**src/rtl/alarm_pkg.sv**
```systemverilog
package alarm_pkg;

    localparam int NFIELDS = 6;
    localparam int VAL_W   = 7;
    localparam int SEL_W   = $clog2(NFIELDS + 2);

    typedef enum logic [SEL_W-1:0] {
        FLD_SEC   = 3'd0,
        FLD_MIN   = 3'd1,
        FLD_HOUR  = 3'd2,
        FLD_DATE  = 3'd3,
        FLD_MONTH = 3'd4,
        FLD_DOW   = 3'd5
    } field_e;

    typedef struct packed {
        logic             en;
        logic [VAL_W-1:0] val;
    } alm_field_t;

    function automatic alm_field_t to_field(input logic [VAL_W:0] raw);
        alm_field_t f;
        f.en  = raw[VAL_W];
        f.val = raw[VAL_W-1:0];
        return f;
    endfunction

    function automatic logic field_ok(input alm_field_t f, input logic [VAL_W-1:0] now);
        return (!f.en) || (f.val == now);
    endfunction

endpackage

```
**src/rtl/alarm_regs.sv**
```systemverilog
module alarm_regs
    import alarm_pkg::*;
#(
    parameter int NF = NFIELDS
) (
    input  logic                  clk,
    input  logic                  rst,
    input  logic                  wr_en,
    input  logic [SEL_W-1:0]      wr_sel,
    input  logic [VAL_W:0]        wr_data,
    output alm_field_t [NF-1:0]   fields
);

    for (genvar i = 0; i < NF; i++) begin : g_fld
        always_ff @(posedge clk) begin
            if (rst) begin
                fields[i] <= '0;
            end else if (wr_en && (wr_sel == SEL_W'(i))) begin
                fields[i] <= to_field(wr_data);
            end
        end
    end

endmodule

```
**src/rtl/alarm_cmp.sv**
```systemverilog
module alarm_cmp
    import alarm_pkg::*;
#(
    parameter int NF = NFIELDS
) (
    input  alm_field_t [NF-1:0]             fields,
    input  logic       [NF-1:0][VAL_W-1:0]  now,
    input  logic                            tick,
    output logic       [NF-1:0]             en_mask,
    output logic                            hit
);

    logic [NF-1:0] ok;

    for (genvar i = 0; i < NF; i++) begin : g_cmp
        assign ok[i]      = field_ok(fields[i], now[i]);
        assign en_mask[i] = fields[i].en;
    end

    assign hit = tick && (|en_mask) && (&ok);

endmodule

```
**src/rtl/alarm_irq.sv**
```systemverilog
module alarm_irq #(
    parameter int PULSE_LEN = 4,
    localparam int CW = $clog2(PULSE_LEN + 1)
) (
    input  logic          clk,
    input  logic          rst,
    input  logic          hit,
    input  logic          stat_clr,
    input  logic          pulse_mode,
    output logic          flag,
    output logic [CW-1:0] pcnt,
    output logic          irq_n
);

    always_ff @(posedge clk) begin
        if (rst) begin
            flag <= 1'b0;
        end else if (hit) begin
            flag <= 1'b1;
        end else if (stat_clr) begin
            flag <= 1'b0;
        end
    end

    always_ff @(posedge clk) begin
        if (rst) begin
            pcnt <= '0;
        end else if (hit) begin
            pcnt <= CW'(PULSE_LEN);
        end else if (pcnt != '0) begin
            pcnt <= pcnt - 1'b1;
        end
    end

    always_comb begin
        if (pulse_mode) begin
            irq_n = (pcnt == '0);
        end else begin
            irq_n = !flag;
        end
    end

endmodule

```
**src/rtl/cal_alarm_match.sv**
```systemverilog
module cal_alarm_match
    import alarm_pkg::*;
#(
    parameter int PULSE_LEN = 4
) (
    input  logic             clk,
    input  logic             rst,
    input  logic             tick,
    input  logic [6:0]       cur_sec,
    input  logic [6:0]       cur_min,
    input  logic [6:0]       cur_hour,
    input  logic [6:0]       cur_date,
    input  logic [6:0]       cur_month,
    input  logic [6:0]       cur_dow,
    input  logic             wr_en,
    input  logic [2:0]       wr_sel,
    input  logic [7:0]       wr_data,
    input  logic             pulse_mode,
    input  logic             stat_clr,
    output logic             alarm_flag,
    output logic             irq_n
);

    localparam int CW = $clog2(PULSE_LEN + 1);

    alm_field_t [NFIELDS-1:0]            fields;
    logic       [NFIELDS-1:0][VAL_W-1:0] now;
    logic       [NFIELDS-1:0]            en_mask;
    logic                                hit;
    logic       [CW-1:0]                 pcnt;

    assign now[FLD_SEC]   = cur_sec;
    assign now[FLD_MIN]   = cur_min;
    assign now[FLD_HOUR]  = cur_hour;
    assign now[FLD_DATE]  = cur_date;
    assign now[FLD_MONTH] = cur_month;
    assign now[FLD_DOW]   = cur_dow;

    alarm_regs #(.NF(NFIELDS)) u_regs (
        .clk     (clk),
        .rst     (rst),
        .wr_en   (wr_en),
        .wr_sel  (wr_sel),
        .wr_data (wr_data),
        .fields  (fields)
    );

    alarm_cmp #(.NF(NFIELDS)) u_cmp (
        .fields  (fields),
        .now     (now),
        .tick    (tick),
        .en_mask (en_mask),
        .hit     (hit)
    );

    alarm_irq #(.PULSE_LEN(PULSE_LEN)) u_irq (
        .clk        (clk),
        .rst        (rst),
        .hit        (hit),
        .stat_clr   (stat_clr),
        .pulse_mode (pulse_mode),
        .flag       (alarm_flag),
        .pcnt       (pcnt),
        .irq_n      (irq_n)
    );

endmodule

```
**config.mk**
```make
export PLATFORM = sky130hd
export DESIGN_NAME = cal_alarm_match
export DESIGN_NICKNAME = d
export VERILOG_FILES = /design/src/rtl/alarm_pkg.sv /design/src/rtl/alarm_regs.sv /design/src/rtl/alarm_cmp.sv /design/src/rtl/alarm_irq.sv /design/src/rtl/cal_alarm_match.sv
export SDC_FILE = /design/constraint.sdc
export NUM_CORES = 1
export LEC_CHECK = 0
export BUFFER_PORTS_ARGS = -buffer_cell sky130_fd_sc_hd__buf_2
export CAP_MARGIN = 30
export CORE_MARGIN = 3
export CORE_UTILIZATION = 56
export CTS_CLUSTER_DIAMETER = 100
export DETAILED_ROUTE_END_ITERATION = 16
export MAX_ROUTING_LAYER = met4
export PLACE_DENSITY = 0.84
export REMOVE_ABC_BUFFERS = 1
export SYNTH_ARGS = -nofsm -noshare
export SYNTH_HDL_FRONTEND = slang
export SYNTH_SLANG_ARGS = --single-unit
```
**constraint.sdc**
```tcl
create_clock -name clk -period 3.1 [get_ports clk]
set_input_delay 0.62 -clock clk [delete_from_list [all_inputs] [get_ports clk]]
set_output_delay 0.62 -clock clk [all_outputs]
set_load 0.01 [all_outputs]
```
==> summary.txt <==
Run status
  • Run status: completed

GRT
  • Pin count of the biggest net entering global routing: 35
  • Number of global-route vias before repair: 2121
  • Gr usage total: 0.241
  • First-pass GRT wire length: 9330 um
  • Total gr overflow: 0
  • Initial antenna violation count: 0

Clock tree
  • Max clock buf depth: 2
  • Worst skew pair latency: 0.30 ns
  • Post-CTS Setup Inserts: 0
  • H-tree levels: 2
  • # hold bufs at CTS: 0
  • Post-cts resize count: 0
  • Total CTS buffers: 5
  • CTS tree: yes
  • Clock Sinks: 52
  • Root Driver: clkbuf_8
  • Clk pin slew, worst setup/hold paths: 0.09 ns

Synthesis
  • Seq/Total Area, Yosys: 0.436
  • Mux share of post-synthesis cell area: 0.00419
  • XOR/XNOR Fraction of Synth Area: 0.158
  • Syn. warnings: 0
  • Main combinational cell family by area after synthesis: simple AND/OR/NAND/NOR gates
  • Top cells by area, synth: dfxtp_1, nand2_1, a21oi_1
  • Yosys reg bits: 52
  • Simple logic cell fraction of the synthesized area: 0.225
  • Syn avg cell area: 7.93 um^2
  • Largest area contributor in the netlist: dfxtp_1
  • Synth Area in Adders: 0.0105
  • Complex-gate fraction of the synthesized area: 0.143
  • Post-synthesis instance total: 301
  • Netlist Area Pre-Place: around 0.0024 mm^2
  • Synth cell types: 26
  • Share of the synthesized area in the top cell type: 0.436

Route
  • DRC: 0
  • Met2 WL: 2810 um
  • Drt first pass iters: 4
  • Vias: 2207
  • Number of vias per cell: roughly 5.4
  • WL met3: 270 um
  • Met1 wire length: 2400 um
  • Total Wirelength: 5630 um
  • Post-route antenna net violation count: 0
  • Initial DRC count: 130
  • Per-cell routed wire length: 13.8 um
  • Top sig layer: met4

Setup path
  • Crit path cell chain: inv_1 -> ha_1 -> nor2b_1 -> nand2_1 -> o21ai_0 -> buf_2
  • Setup crit end kind: output pin
  • Crit path max fanout: 4
  • WP data arrival: 1.50 ns
  • Worst path required time: ~2.5 ns
  • Max stage delay on crit path: between 0.3 and 0.4 ns
  • Crit-path slowest cell: nor2b_1
  • Worst setup SP type: flip-flop
  • CP Class: reg2out

Power
  • Worst VDD drop: 272 uV
  • Seq pwr share: 0.532
  • Clock power share: 0.291
  • P_sw: 0.354 mW
  • Power Density: 478 mW/mm^2
  • Internal: 0.987 mW
  • Leakage: 1.08 nW
  • Switching share of total power: 0.264
  • Power after layout: 1.34 mW
  • Gate power share: 0.177

Job
  • Max-cap violations: 0

STA
  • RSZ-0062 raised after global routing: no
  • Final Setup Violations: 0
  • Post-Route Skew: approximately 0.0018 ns
  • Final Cycle Share: 0.683
  • Setup TNS: 0 ns
  • Achievable frequency: 0.472 GHz
  • Slew Limit Fails: 0
  • Worst Tran Pin Value: roughly 0.6 ns
  • Max-slew headroom: 0.594
  • Fin crit period: 2.12 ns
  • Final-report hold violation count: 0

Die
  • Initial Utilization: 0.588
  • Die width: 71.3 um
  • Number of core rows: 23
  • Die Y: 71.3 um
  • # IOs: 61
  • Full die area: 0.00508 mm^2
  • Placeable Area: 0.00406 mm^2

Min path
  • Min-Delay Path Class: reg2reg

Cells and area
  • Fin nets: 418
  • Final non-filler cell total: approximately 410
  • Fill cells: 360
  • Final instance area: 0.00280 mm^2
  • Layout cells sized above 1: 0.190
  • Commonest non-fill, non-tap cell in the layout: nand2_1
  • Commonest cells after routing, fill and taps aside: nand2_1, buf_2, dfxtp_1
  • Area grow syn2layout: 17.4%
  • Antenna fix cells: 0

Placed design
  • Hpwl dp: 4150 um
  • Placed cell count: 400
  • PortBufs: 60
  • Final RePlAce weighted congestion: 0.885
  • Placed Area: ~0.0027 mm^2
## path summary, 6_finish.rpt
kind	from	to	slack [ns]	cells after the start
worst max-delay path	u_irq.pcnt[0]	irq_n	0.98	6
worst min-delay path	u_regs.fields[20]	u_regs.fields[20]	0.47	2
worst max register to register	u_regs.fields[30]	u_irq.pcnt[1]	1.44	5
worst min register to register	u_regs.fields[20]	u_regs.fields[20]	0.47	2
## power groups by stage
stage / clock network (mW) / logic (mW) / registers [mW]
floorplan: 0 / 0.140 / 0.725
global placement: 0 / 0.229 / 0.728
detailed placement: 0 / 0.237 / 0.729
CTS: 0.395 / 0.238 / 0.713
global route: 0.423 / 0.266 / 0.716
finish: 0.390 / 0.237 / 0.714
## sequential cells by signal, indices dropped and copies added (netlist names)
name and count:
u_irq.pcnt 3, u_regs.fields 48, u_irq.flag 1
## synthesized netlist by cell type
cell type / count
nand2_1: 100
dfxtp_1: 52
a21oi_1: 49
xnor2_1: 25
xor2_1: 18
clkbuf_1: 11
nand4_1: 7
o41ai_1: 6
and3_1: 4
nor2_1: 4
inv_1: 3
nand3_1: 3
nor2b_1: 3
a211oi_1: 2
and2_1: 2
ha_1: 2
and4_1: 1
buf_1: 1
mux2i_1: 1
nand4b_1: 1
o21ai_0: 1
o22ai_1: 1
o31a_1: 1
o32ai_1: 1
or2_2: 1
or4_1: 1
## area by class of cell
type                       instances  area, um^2  share of cell area
clock buffer                       8        90.1              0.0321
inverter                           3        11.3             0.00402
multi-input combinational        234        1290               0.460
sequential                        52        1040               0.371
tap                               50        62.6              0.0223
timing repair buffer              61         308               0.110
## logic make-up after synthesis
kind of cell / count (synthesis)
AO/OA/AOI/OAI: 61
AND/OR/NAND/NOR: 127
multiplexers: 1
adder cells (fa/ha/maj): 2
XOR/XNOR: 43
flip-flops: 52
buffers and inverters: 15
## layer usage
layer / global-route usage / vias to the layer above
met3: 0.0379 / 16
met5: - / -
li1: - / 1114
met4: 0.115 / 0
met1: 0.299 / 1017
met2: 0.385 / 60
## worst max-delay path: cells and delay by family, from the launching register on
kind,cells,cell delay [ns]
compound gates,1,0.07
fa+ha+maj,1,0.17
buf+inv,2,0.24
flops,1,0.31
simple gates,2,0.40
## through the flow
step / worst slack (ns) / hold slack [ns] / utilization
6_report: 0.982 / 0.470 / 0.691
5_1_grt: 0.867 / 0.492 / 0.691
4_1_cts: 0.989 / 0.470 / 0.691
3_5_place_dp: 1.11 / 0.458 / 0.669
3_3_place_gp: 1.11 / 0.454 / 0.669
2_1_floorplan: 1.50 / 0.438 / -
Note: power is estimated with default switching activity, not from simulation.
